### src/rtl/fe_rx_symdec.sv
module fe_rx_symdec #(
  parameter int LOCK_RUN  = 24,
  parameter int IDLE_SEEN = 10,
  parameter int TIMEOUT   = 2000
)(
  input  logic       clk,
  input  logic       rst_n,
  input  logic       fiber_mode,
  input  logic [1:0] line_lvl,
  output logic [3:0] rxd,
  output logic       rx_dv,
  output logic       rx_er,
  output logic       rx_stb,
  output logic       scr_locked
);

  localparam int RW = $clog2(LOCK_RUN + 1);
  localparam int IW = $clog2(IDLE_SEEN + 1);
  localparam int TW = $clog2(TIMEOUT + 1);
  localparam logic [9:0] PAT_JK = 10'b11000_10001;
  localparam logic [4:0] GRP_T  = 5'b01101;
  localparam logic [4:0] GRP_I  = 5'b11111;

  typedef enum logic [1:0] {S_ACQ, S_CHK, S_LOCK} sst_t;
  typedef enum logic [1:0] {F_IDLE, F_DATA, F_END} fst_t;

  sst_t          sst;
  fst_t          fst;
  logic          prev_nrzi;
  logic [10:0]   sr;
  logic [3:0]    ld_cnt;
  logic [RW-1:0] run_cnt;
  logic [IW-1:0] ones_cnt;
  logic [TW-1:0] tmo_cnt;
  logic [9:0]    win;
  logic [2:0]    bcnt;

  logic       nrzi, nrz, key, dbit, lk;
  logic [9:0] wn;
  logic [4:0] grp, dec;

  assign nrzi       = fiber_mode ? line_lvl[0] : |line_lvl;
  assign nrz        = nrzi ^ prev_nrzi;
  assign key        = sr[10] ^ sr[8];
  assign dbit       = fiber_mode ? nrz : (nrz ^ key);
  assign lk         = fiber_mode | (sst == S_LOCK);
  assign scr_locked = lk;
  assign wn         = {win[8:0], dbit};
  assign grp        = wn[4:0];

  function automatic logic [4:0] dec5(input logic [4:0] g);
    case (g)
      5'b11110: return 5'h10;
      5'b01001: return 5'h11;
      5'b10100: return 5'h12;
      5'b10101: return 5'h13;
      5'b01010: return 5'h14;
      5'b01011: return 5'h15;
      5'b01110: return 5'h16;
      5'b01111: return 5'h17;
      5'b10010: return 5'h18;
      5'b10011: return 5'h19;
      5'b10110: return 5'h1A;
      5'b10111: return 5'h1B;
      5'b11010: return 5'h1C;
      5'b11011: return 5'h1D;
      5'b11100: return 5'h1E;
      5'b11101: return 5'h1F;
      default:  return 5'h00;
    endcase
  endfunction

  assign dec = dec5(grp);

  always_ff @(posedge clk or negedge rst_n) begin
    if (!rst_n) begin
      prev_nrzi <= 1'b0;
      sr        <= '0;
      sst       <= S_ACQ;
      ld_cnt    <= '0;
      run_cnt   <= '0;
      ones_cnt  <= '0;
      tmo_cnt   <= '0;
    end else begin
      prev_nrzi <= nrzi;
      sr        <= (sst == S_ACQ) ? {sr[9:0], ~nrz} : {sr[9:0], key};
      if (!dbit)
        ones_cnt <= '0;
      else if (ones_cnt != IW'(IDLE_SEEN))
        ones_cnt <= ones_cnt + 1'b1;
      case (sst)
        S_ACQ: begin
          if (ld_cnt == 4'd10) begin
            sst     <= S_CHK;
            ld_cnt  <= '0;
            run_cnt <= '0;
          end else begin
            ld_cnt <= ld_cnt + 1'b1;
          end
        end
        S_CHK: begin
          if (!dbit) begin
            sst <= S_ACQ;
          end else if (run_cnt == RW'(LOCK_RUN - 1)) begin
            sst     <= S_LOCK;
            tmo_cnt <= '0;
          end else begin
            run_cnt <= run_cnt + 1'b1;
          end
        end
        default: begin
          if (ones_cnt == IW'(IDLE_SEEN)) begin
            tmo_cnt <= '0;
          end else if (tmo_cnt == TW'(TIMEOUT - 1)) begin
            sst     <= S_ACQ;
            tmo_cnt <= '0;
          end else begin
            tmo_cnt <= tmo_cnt + 1'b1;
          end
        end
      endcase
    end
  end

  always_ff @(posedge clk or negedge rst_n) begin
    if (!rst_n) begin
      fst    <= F_IDLE;
      win    <= '1;
      bcnt   <= '0;
      rxd    <= '0;
      rx_dv  <= 1'b0;
      rx_er  <= 1'b0;
      rx_stb <= 1'b0;
    end else begin
      win    <= wn;
      rx_stb <= 1'b0;
      if (!lk) begin
        fst   <= F_IDLE;
        rx_dv <= 1'b0;
        rx_er <= 1'b0;
      end else begin
        case (fst)
          F_IDLE: begin
            if (wn == PAT_JK) begin
              fst  <= F_DATA;
              bcnt <= '0;
            end
          end
          F_DATA: begin
            if (bcnt == 3'd4) begin
              bcnt <= '0;
              if (grp == GRP_T) begin
                fst   <= F_END;
                rx_dv <= 1'b0;
                rx_er <= 1'b0;
              end else if (grp == GRP_I) begin
                fst   <= F_IDLE;
                rx_dv <= 1'b0;
                rx_er <= 1'b0;
              end else begin
                rx_stb <= 1'b1;
                rx_dv  <= 1'b1;
                rx_er  <= ~dec[4];
                rxd    <= dec[3:0];
              end
            end else begin
              bcnt <= bcnt + 1'b1;
            end
          end
          default: begin
            if (bcnt == 3'd4) begin
              fst  <= F_IDLE;
              bcnt <= '0;
            end else begin
              bcnt <= bcnt + 1'b1;
            end
          end
        endcase
      end
    end
  end

  assert_stb_gap_R5: assert property (@(posedge clk) disable iff (!rst_n)
    rx_stb |=> !rx_stb);
  assert_stb_dv_R4: assert property (@(posedge clk) disable iff (!rst_n)
    rx_stb |-> rx_dv);
  assert_dv_rise_R4: assert property (@(posedge clk) disable iff (!rst_n)
    $rose(rx_dv) |-> rx_stb);
  assert_er_dv_R8: assert property (@(posedge clk) disable iff (!rst_n)
    rx_er |-> rx_dv);
  assert_unlock_quiet_R9: assert property (@(posedge clk) disable iff (!rst_n)
    !scr_locked |=> !rx_dv);

endmodule

### config.mk
export PLATFORM = sky130hd
export DESIGN_NAME = fe_rx_symdec
export DESIGN_NICKNAME = d
export VERILOG_FILES = /design/src/rtl/fe_rx_symdec.sv
export SDC_FILE = /design/constraint.sdc
export NUM_CORES = 1
export LEC_CHECK = 0
export ABC_AREA = 1
export BUFFER_PORTS_ARGS = -buffer_cell sky130_fd_sc_hd__buf_2
export CAP_MARGIN = 20
export CELL_PAD_IN_SITES_DETAIL_PLACEMENT = 2
export CELL_PAD_IN_SITES_GLOBAL_PLACEMENT = 2
export CORE_ASPECT_RATIO = 1.25
export CORE_MARGIN = 2
export CORE_UTILIZATION = 38
export CTS_CLUSTER_SIZE = 20
export DETAILED_ROUTE_END_ITERATION = 8
export HOLD_SLACK_MARGIN = 0.06
export PLACE_DENSITY_LB_ADDON = 0.1
export SLEW_MARGIN = 5
export SYNTH_ARGS = -nofsm -noshare
export SYNTH_HDL_FRONTEND = slang
export SYNTH_SLANG_ARGS = --single-unit
### constraint.sdc
create_clock -name clk -period 2.1 [get_ports clk]
set_input_delay 0.105 -clock clk [delete_from_list [all_inputs] [get_ports clk]]
set_output_delay 0.105 -clock clk [all_outputs]
set_load 0.005 [all_outputs]
Word-level counts from Yosys, hierarchy flattened

Memory sizes are Yosys's and may differ from the RTL's.
Index checks and enable logic that the tools add are counted.

Bits in registers: 59
Latch bits: 0
Memory bits (writable): 0
Memory bits (read-only): 160
Logic and storage cells: 111
Memories kept: 1

$add $sub $neg: 5
Multiply operators: 0
Divide/modulo/power cells: 0
$lt $le $gt $ge: 0
Equality and inequality tests: 26
Shifts and indexed selects: 0
Mux-type cells: 44
Bitwise logic cells: 9
Reductions and logical operators: 12

Memory list:

| memory           | depth | width | read ports | clocked after Yosys merged registers in | write ports | RTL line | text |
|---|---|---|---|---|---|---|---|
| (name not given) | 32    | 5     | 1          | 0                                       | 0           | 52       | `case (g)` |

Operator list:

| kind                                                                    | number |
|---|---|
| 11-bit two-way mux                                                      | 4 |
| 2-bit two-way mux                                                       | 11 |
| 11-bit case mux with 2 select lines                                     | 1 |
| 1-bit two-way mux                                                       | 16 |
| 5-bit two-way mux                                                       | 3 |
| 4-bit two-way mux                                                       | 3 |
| 4-bit AND reduction                                                     | 3 |
| 11-bit by 1-bit adder with 11-bit output, second input constant         | 1 |
| 11-bit == test, second input constant                                   | 1 |
| 10-bit == test, second input constant                                   | 1 |
| 5-bit == test, second input constant                                    | 2 |
| 5-bit case mux with 2 select lines                                      | 1 |
| 3-bit two-way mux                                                       | 3 |
| 3-bit inequality test, second input constant                            | 3 |
| 4-bit by 1-bit adder with 4-bit output, second input constant           | 2 |
| 4-bit == test, second input constant                                    | 2 |
| 2-bit by 1-bit inequality test with 1-bit output, second input constant | 4 |
| 2-bit inequality test, second input constant                            | 4 |
| 4-bit inequality test, second input constant                            | 2 |
| 2-bit case mux with 2 select lines                                      | 2 |
| 5-bit by 1-bit adder with 5-bit output, second input constant           | 1 |
| 5-bit by 4-bit == test with 1-bit output, second input constant         | 1 |
| 1-bit NOT                                                               | 5 |
| 5-bit AND reduction                                                     | 1 |
| 14 further kinds                                                        | 19 |

Longest topological paths before layout

Gate-level depths: netlist (run 1).
An unclocked memory read counts as a cell.

Word-level depth: 12
Mapped depth: 15
Mapped depth without buffers: 14

Worst setup path before layout (run 1)

OpenSTA, ideal clock, no wires.

Kind: register to register
Start point: reg ones_cnt[0]
End point: reg tmo_cnt[9]
Library setup time: 0.117 ns
Arrival time: 1.510 ns
Required time: 1.983 ns
Path slack: 0.473 ns
Cell stages (with the launch flop): 12
Path through: dfrtp_1 -> inv_1 -> ha_1 -> nand2_1 -> nor2_1 -> inv_1 -> nand3_1 -> inv_1 -> nand2_1 -> nand3_1 -> o21ai_1 -> inv_1

Cells in the longest elaborated chain, start to end: 3

RTL lines:

| what                                | RTL line | text |
|---|---|---|
| start: declaration                  | 33       | `logic [IW-1:0] ones_cnt;` |
| start signal: assignment            | 90       | `ones_cnt <= ones_cnt + 1'b1;` |
| 4-bit == test                       | 112      | `if (ones_cnt == IW'(IDLE_SEEN)) begin` |
| 11-bit two-way mux                  | 112      |  |
| 11-bit case mux with 2 select lines | 91       | `case (sst)` |
| end signal: assignment              | 118      | `tmo_cnt <= tmo_cnt + 1'b1;` |
| end: declaration                    | 34       | `logic [TW-1:0] tmo_cnt;` |

No other way between the ends.
A chain may end at the register's enable or synchronous reset.

Worst setup path in the final report (run 1)

Start point: reg run_cnt[0]
End point: reg tmo_cnt[9]

Cells in the longest elaborated chain, start to end: 3

RTL lines:

| what                                   | RTL line | text |
|---|---|---|
| start: declaration                     | 32       | `logic [RW-1:0] run_cnt;` |
| start signal: assignment               | 108      | `run_cnt <= run_cnt + 1'b1;` |
| 5-bit == test                          | 104      | `end else if (run_cnt == RW'(LOCK_RUN - 1)) begin` |
| 2-bit inequality test (no source line) | -        |  |
| 3-bit AND reduction (no source line)   | -        |  |

No other way between the ends.

==> results of run 1 <==
-- metal layers --
metal / global-route usage (%) / part of all wire [%]
met5: 0 / 0
met1: 22.9 / 42
met2: 37.2 / 54
met4: 7.57 / 1.7
met3: 4.24 / 2.1
-- power groups by stage --
stage | sequential [mW] | clock [mW] | combinational (mW)
after detailed placement | 1.52 | 0 | 0.810
after floorplan | 1.47 | 0 | 0.575
after CTS | 1.51 | 1.18 | 0.827
final | 1.50 | 1.16 | 0.810
after global placement | 1.51 | 0 | 0.761
after global routing | 1.53 | 1.24 | 0.951
-- sequential cells by signal, summed over array words and instances (netlist names), 3 cells and up --
name / cells
ones_cnt: 4
win: 9
ld_cnt: 4
tmo_cnt: 11
bcnt: 3
run_cnt: 5
rxd: 4
sr: 11
-- synth_stat cells (4+ instances only) --
master / number
sky130_fd_sc_hd__nand2_1: 61
sky130_fd_sc_hd__dfrtp_1: 50
sky130_fd_sc_hd__inv_1: 42
sky130_fd_sc_hd__nand3_1: 38
sky130_fd_sc_hd__nor2_1: 34
sky130_fd_sc_hd__o21ai_0: 15
sky130_fd_sc_hd__a21oi_1: 10
sky130_fd_sc_hd__dfstp_2: 9
sky130_fd_sc_hd__ha_1: 9
sky130_fd_sc_hd__nand2_4: 7
sky130_fd_sc_hd__nor3_1: 6
sky130_fd_sc_hd__o21ai_1: 6
sky130_fd_sc_hd__nand4_1: 4
sky130_fd_sc_hd__o21ai_2: 4
sky130_fd_sc_hd__o31ai_1: 4
sky130_fd_sc_hd__xor2_1: 4
-- worst min-delay path, cell delays in order --
cell and delay [ns]:
sky130_fd_sc_hd__buf_2 0.09, sky130_fd_sc_hd__inv_1 0.08, sky130_fd_sc_hd__nand3_2 0.12, sky130_fd_sc_hd__a31oi_1 0.09
-- cell families (layout without fill, tap and decap cells) --
| family | Yosys count | count (layout) | synth area share [%] |
|---|---|---|---|
| compound gates | 51 | 51 | 10.8 |
| xor+xnor | 5 | 5 | 1.49 |
| fa+ha+maj | 9 | 9 | 3.84 |
| buf+inv | 52 | 87 | 7.67 |
| flops | 59 | 59 | 50.7 |
| simple gates | 159 | 159 | 25.5 |
-- area by class of cell --
class	count	area [sq um]
inverters	47	181
clock buffers	9	124
fillers	834	4050
clock inverters	7	91.3
flip-flops and latches	59	1490
repair buffers	24	170
multi-input cells	224	1230
well taps	92	115
-- per-stage QoR --
step           setup WS (ns)  total power, mW  utilization [%]
2_1_floorplan          0.473             2.05                -
3_3_place_gp           0.303             2.27             42.3
3_5_place_dp           0.180             2.33             42.3
4_1_cts                0.150             3.52             45.6
5_1_grt               0.0953             3.72             45.6
6_report               0.318             3.47             45.6
-- what timing repair did --
action                     4_1_cts  5_1_grt
buffers inserted                 0        0
hold buffers                     3        0
resized for setup                0        1
setup endpoints to repair        0        2
hold endpoints to repair        17        0
-- how the worst max path moves through the flow --
stage,start,to,cells after the start
4_1_cts,sr[8],rxd[3],10
3_3_place_gp,win[0],rxd[1],7
6_report,run_cnt[0],tmo_cnt[9],8
3_5_place_dp,sr[8],rxd[3],10
2_1_floorplan,ones_cnt[0],tmo_cnt[9],11
5_1_grt,tmo_cnt[0],sst[0],8
==> reports/results.txt, run 1 <==
The run finished with clean final reports. Master of the slowest instance on the critical path: sky130_fd_sc_hd__dfrtp_1. In this run the horizontal extent of the chip is 82.6 microns. The endpoint of the most critical register-to-register path is tmo_cnt[9].

The die covers 8450 sq um. After routing the design area is 3400 sq um. The logs give 35 for the count of distinct cell types in the synthesized netlist and 0 for the diode insertion count for antenna repair.

Grouping stages by cell kind, the critical path spends the most delay in simple AND/OR/NAND/NOR gates. From bottom edge to top edge, the die measures 102 microns. In this run, the number of DRC markers left after iteration 0 of detailed routing was 39. In this run the core area contains 35 standard-cell rows.

The layout cell share with drive strength beyond 1 is 19.7%, and the final setup violation count is 0. In this run the worst path has a maximum fanout of 12. CTS saw 59 sinks. The run gives 0 as the DRC violation count after routing. The count of final max-slew check failures is 0. For this run, the top clock speed supported by timing is 0.561 GHz.

The number of buffer and inverter instances along the worst setup path was 2. The via count of the first global-routing pass was 2,683; the highest cell delay on the worst timing path was 0.40 ns. The run gives 3150 sq um as the post-detailed-placement cell area. In the final timing run, aggregate negative setup slack is 0 ns. The worst register-to-register path has a depth of 8.

STA puts the critical path data required time at 2.34 ns. STA classifies the critical path endpoint as a flop. In this run the remaining antenna-violating nets after routing total 0. The mean instance size in the synthesized netlist is 8.76 sq um, and the area of the core region is 7440 sq um. The first global-routing pass estimated 12,900 microns of wire. The worst hold endpoint is sr[0].

Summed over all instances, the cell type with the most area after synthesis is sky130_fd_sc_hd__dfrtp_1. The actual transition at the worst max-transition pin is 0.588 ns, and the cell count after placement is 443. The switching part of the total power is 33.2%. By area the synthesized netlist is led by sky130_fd_sc_hd__dfrtp_1 43%, sky130_fd_sc_hd__dfstp_2 8.1%, sky130_fd_sc_hd__nand2_1 7.8%. Final cell count without fillers: 462. Clock-pin slew was measured on the worst setup and hold paths at 0.07 ns. The data arrival time of the worst path is 2.02 ns, and the count of flip-flops with a built-in enable after synthesis is 0. The initial antenna violation count was 0. The number of warnings reported in the yosys synthesis log is 0, and the final-report hold violation count is 0.

The run gives 43.3% as the portion of total power attributed to sequential cells. The startpoint identified for the worst hold timing path is line_lvl[0]. Setup repair after global routing left no endpoint under its margin. Leaving out fill and tap cells, the most frequent cell in the layout is sky130_fd_sc_hd__nand2_1. The tools report the tightest hold margin as 0.175 ns. For this configuration, the core starts out at a cell density of 39.4%. After synthesis, the largest area contributor takes up 42.6% of total cell area. Combinational cells account for 23.4% of the total power. The H-tree generated during clock tree synthesis spans 3 levels. The final layout contains routed wiring with a total length of 7430 microns.

TritonCTS built the clock tree. Counting every net in the synthesized netlist gives 349. For the post-synthesis cell count, the log shows 335. The first-pass iteration count of the detailed router was 4; the share of synthesized registers carrying an async set or reset was 100%. The category of the worst setup path launch point was a flop. The type of the setup path with the least slack is flop to flop. The critical path goes through ha_1 > nand3_1 > a21oi_2 > nand2_4 > inv_2 > nand3_1 > o21ai_1 > inv_1. Counting stages on the worst path, the most repeated cell is sky130_fd_sc_hd__nand3_1. Using the TritonRoute via totals, the vias-per-cell ratio works out to 5.05.

The smallest clock period supported by the final layout is computed as 1.78 ns. In this run, the clock network consumes 33.3% of the power. Sequential elements use 50.7% of the synthesized area.

The register bit count reported by yosys came out at 59. After the last flow step, the layout net total stands at 379. Along the worst hold path, the cell count comes to 4.

Buffers inserted during clock tree synthesis total 9. Dividing total power by cell area gives a power density of 1020 nW/um^2. The tools report the root cell of the clock tree as sky130_fd_sc_hd__clkbuf_8. For this run, the leading register cell type out of synthesis is sky130_fd_sc_hd__dfrtp_1. The tools report the maximum clock insertion buffer count as 2. In this run the cell area of the synthesized design comes to 2940 sq um. The library cells used most frequently in the layout, excluding fill and tap cells, are 61 x sky130_fd_sc_hd__nand2_1, 50 x sky130_fd_sc_hd__dfrtp_1, 42 x sky130_fd_sc_hd__inv_1. The largest net degree at the start of global routing is 37, and the insertion delay of the later-clocked pin in the worst-skew pair is 0.35 ns. Measured against its own limit, the worst slew margin works out to 60.8%.

The run gives 0.32 ns as the register-to-register path setup slack. The final critical-path share of the clock period came out at 84.9%. The synthesis-to-layout area growth is 15.7%. The startpoint identified for the worst register-to-register timing path is run_cnt[0]. The congestion estimate from routability-driven global placement came to 0.777. The switching power came out at 1.15 mW. Summed over all cells, the static leakage comes to 1.70 nW. The run gives 0 as the number of max-capacitance violations reported. For this run, the total global-route usage over all layers was measured as 20.4%. Summing over every cut layer, the via total after detailed routing is 2,333.

In the final routed layout, each cell accounts on average for 16.1 microns. Once detailed placement completed, the half-perimeter wirelength came to 5460 microns. In this run the count of I/O pins placed on the die edge is 13.

The clock arrives with 0.0111 ns of skew. For the worst supply voltage drop on vdd, the log shows 0.433 mV. The leftover overflow at the end of global routing came out at 0.

The count of buffers added on input and output ports is 12. The tools report the internal power of the cells as 2.32 mW. The class of the worst hold path was input pin to flop.
No activity file was read; power rests on OpenSTA's default activity.
==> run 2: changes to the inputs <==
--- a/config.mk
+++ b/config.mk
@@ -12,7 +12,7 @@
 export CELL_PAD_IN_SITES_GLOBAL_PLACEMENT = 2
 export CORE_ASPECT_RATIO = 1.25
 export CORE_MARGIN = 2
-export CORE_UTILIZATION = 38
+export CORE_UTILIZATION = 34
 export CTS_CLUSTER_SIZE = 20
 export DETAILED_ROUTE_END_ITERATION = 8
 export HOLD_SLACK_MARGIN = 0.06
==> constraint.sdc (replaced) <==
create_clock -name clk -period 1.45 [get_ports clk]
set_input_delay 0.0725 -clock clk [delete_from_list [all_inputs] [get_ports clk]]
set_output_delay 0.0725 -clock clk [all_outputs]
set_load 0.005 [all_outputs]
==> reports/results.txt, run 2 (synthesis gave the netlist of run 1 again) <==
The flow ran to the end, but the final reports show violations. The aggregate routed wire length was 14,400 microns (was 7430 microns). The leading cell type in the layout, fill and taps excluded is sky130_fd_sc_hd__buf_4 (was sky130_fd_sc_hd__nand2_1).

The maximum net fanout on the critical path works out to 4 (was 12). The logs give -0.388 ns (was 0.318 ns) for the post-layout worst setup margin and 2,994 (was 2,333) for the overall via count from detail_route. Setup repair after global routing could not meet its margin everywhere. The run gives 6380 microns (was 5460 microns) as the post-detailed-placement half-perimeter wirelength. The chip height came out at 108 microns (was 102 microns). The maximum clock rate was 0.544 GHz (was 0.561 GHz); the tightest hold margin was 0.0966 ns (was 0.175 ns). The leftover overflow at the end of global routing is 0 (unchanged). The final-report hold violation count is 0 (unchanged). For the initial antenna violation count, the log shows 0 (unchanged). The synthesis-to-layout area growth was 64.2% (was 15.7%).

The insertion delay of the later-clocked pin in the worst-skew pair was 0.37 ns (was 0.35 ns); the actual transition at the worst max-transition pin was 0.289 ns (was 0.588 ns). Highest cell delay on the worst timing path: 0.59 ns (was 0.40 ns). The proportion of power drawn by combinational gates is 37.4% (was 23.4%).

The remaining antenna violation count came out at 0 (unchanged). The layout net count was 472 (was 379). The post-detailed-placement cell area came out at 3690 sq um (was 3150 sq um). The internal power of the cells was 4.19 mW (was 2.32 mW); the wire length per cell after detailed routing was 25.8 microns (was 16.1 microns). The CTS H-tree depth came out at 3 (unchanged). The portion of total power attributed to sequential cells is 32.5% (was 43.3%).

The per-cell via count in the routed design was 5.35 (was 5.05). Root cell of the clock tree: sky130_fd_sc_hd__clkbuf_8 (unchanged). The area of the core region is 8330 sq um (was 7440 sq um), and the row count is 37 (was 35). The master of the slowest instance on the critical path is sky130_fd_sc_hd__dfstp_2 (was sky130_fd_sc_hd__dfrtp_1). Critical-path cell list: inv_2 > or2_1 > nor3_2 > nand3_2 > a21boi_2 > nand2_1 > nand2_1 > nand2_1 (was ha_1 > nand3_1 > a21oi_2 > nand2_4 > inv_2 > nand3_1 > o21ai_1 > inv_1). The fill cell instance count of the final layout is 817 (was 834).

The run gives 0 (unchanged) as the DRC violation count after routing. For the remaining max-slew budget at the tightest pin, the log shows 80.6% (was 60.8%). The logs give 1.36 mV (was 0.433 mV) for the worst supply voltage drop on vdd and -0.302 ns (was 0.180 ns) for the worst setup slack after placement. The clock period minus worst slack was 1.84 ns (was 1.78 ns); the switching part of the total power was 37.3% (was 33.2%).

The initial core utilization is 35.2% (was 39.4%), and the top-level port count is 13 (unchanged). The switching power came out at 2.49 mW (was 1.15 mW). The via count of the first global-routing pass is 3,340 (was 2,683). The cell repeated most along the worst path was sky130_fd_sc_hd__nand2_1 (was sky130_fd_sc_hd__nand3_1). The routability congestion estimate came out at 0.772 (was 0.777).

The number of sinks driven by the clock tree is 59 (unchanged). The diode insertion count for antenna repair was 0 (unchanged). Class of the worst hold path: input pin to async pin (was input pin to flop). The category of the worst setup path launch point was a flop (unchanged). The category of the worst setup path capture point was a flop (unchanged). The layout cell share with drive strength beyond 1 is 56.4% (was 19.7%), and the final setup violation count is 32 (was 0).

For the number of DRC markers after the initial detailed-route iteration, the log shows 69 (was 39). The tools report the data required time at the worst endpoint as 1.70 ns (was 2.34 ns). The count of final max-slew check failures was 0 (unchanged); the final standard cell utilization of the core was 57.9% (was 45.6%). For the global-route wire length before repair, the log shows 17,600 microns (was 12,900 microns). Type of the setup path with the least slack: flop to flop (unchanged). Largest registers: sr x11, tmo_cnt x11, win x9 (unchanged).

The final reports fail on setup timing. The run gives 37 (unchanged) as the largest net degree at the start of global routing. The data arrival time of the worst path is 2.09 ns (was 2.02 ns), and the leakage component of the power is 2.32 nW (was 1.70 nW).

The run gives 24.7% (was 20.4%) as the total track usage. The floorplan die width works out to 87.1 microns (was 82.6 microns). Clock-pin slew on the worst setup and hold paths: 0.08 ns (was 0.07 ns). TritonCTS built the clock tree. The post-layout instance area was 4820 sq um (was 3400 sq um); the total power divided by cell area was 1390 nW/um^2 (was 1020 nW/um^2). The number of max-capacitance violations reported is 0 (unchanged), and the number of buffers inserted during clock tree synthesis is 9 (unchanged). The logs give 30.1% (was 33.3%) for the clock network fraction of total power and 1760 sq um (was 1230 sq um) for the multi-input combinational cell area. The worst-case clock skew is 0.0101 ns (was 0.0111 ns). The run gives 4 (unchanged) as the first-pass iteration count of the detailed router. The number of port buffers was 12 (unchanged). The maximum clock insertion buffer count is 2 (unchanged). The overall die area is 9400 sq um (was 8450 sq um). The final critical-path share of the clock period is 127% (was 84.9%). The run gives 1490 sq um (about the same) as the total area of sequential cells. Commonest cells after routing, fill and taps aside: 76 x sky130_fd_sc_hd__buf_4, 49 x sky130_fd_sc_hd__dfrtp_1, 40 x sky130_fd_sc_hd__nand2_1 (was 61 x sky130_fd_sc_hd__nand2_1, 50 x sky130_fd_sc_hd__dfrtp_1, 42 x sky130_fd_sc_hd__inv_1).
[run 2: changes by cell type in the layout (fill, tap and decap cells not counted), sizes merged]
cell	before	now
buf	21	114
bufinv	2	3
clkbuf	9	10
clkinv	3	2
dlygate4sd3	3	2
[run 2: per-layer routing]
layer,vias to the layer above,part of all wire (%),global-route usage [%]
met5,-,0,0
met4,0,2.4,7.36
met3,26,1.6,3.68
met2,54,57,47.4
met1,1576,39,27.5
li1,1338,-,-
[run 2: cell type report]
class / count / share of cell area [%]
Inverter: 47 / 4.23
Clock buffer: 10 / 2.85
Multi-Input combinational cell: 224 / 36.5
Clock inverter: 6 / 2.31
Tap cell: 97 / 2.52
Sequential cell: 59 / 30.9
Timing Repair inverter: 1 / 0.234
Timing Repair Buffer: 116 / 20.5
[run 2: path summary, 6_finish.rpt]
kind	start	to	slack [ns]	depth (start not counted)
max	win[3]	fst[0]	-0.39	8
min	rst_n	rxd[0]	0.1	2
max reg2reg	win[3]	fst[0]	-0.39	8
min reg2reg	sr[5]	sr[6]	0.35	0
max in group asynchronous	rst_n	win[4]	0.82	3
min in group clk	line_lvl[1]	sr[0]	0.15	5
[run 2: critical path: cells and delay by family (launching register included)]
kind,cells,cell delay [ns]
AOI/OAI and AO/OA,1,0.22
DFF,1,0.59
buffers and inverters,1,0.05
and+or+nand+nor,6,0.87
[run 2: power by group through the flow]
stage / clock (mW) / combinational, mW / sequential, mW
global placement: 0 / 1.61 / 2.10
detailed placement: 0 / 1.71 / 2.12
finish: 2.01 / 2.50 / 2.17
CTS: 1.95 / 1.96 / 2.11
global route: 2.09 / 2.68 / 2.19
floorplan: 0 / 0.834 / 2.14
[run 2: repair_timing]
item / CTS / global route
resized for setup: 77 / 95
hold buffers: 2 / 0
endpoints found under the setup margin: 32 / 37
buffers inserted: 15 / 18
pin swaps: 25 / 31
endpoints found under the hold margin: 60 / 0
gates cloned: 1 / 1
[run 2: stage by stage]
step / TNS (ns) / std cells / power (mW)
after detailed placement: -4.77 / 514 / 3.82
after CTS: -2.81 / 547 / 6.02
after global placement: -2.90 / 514 / 3.72
after floorplan: -0.280 / 335 / 2.97
final: -6.78 / 560 / 6.68
after global routing: -10.15 / 560 / 6.95
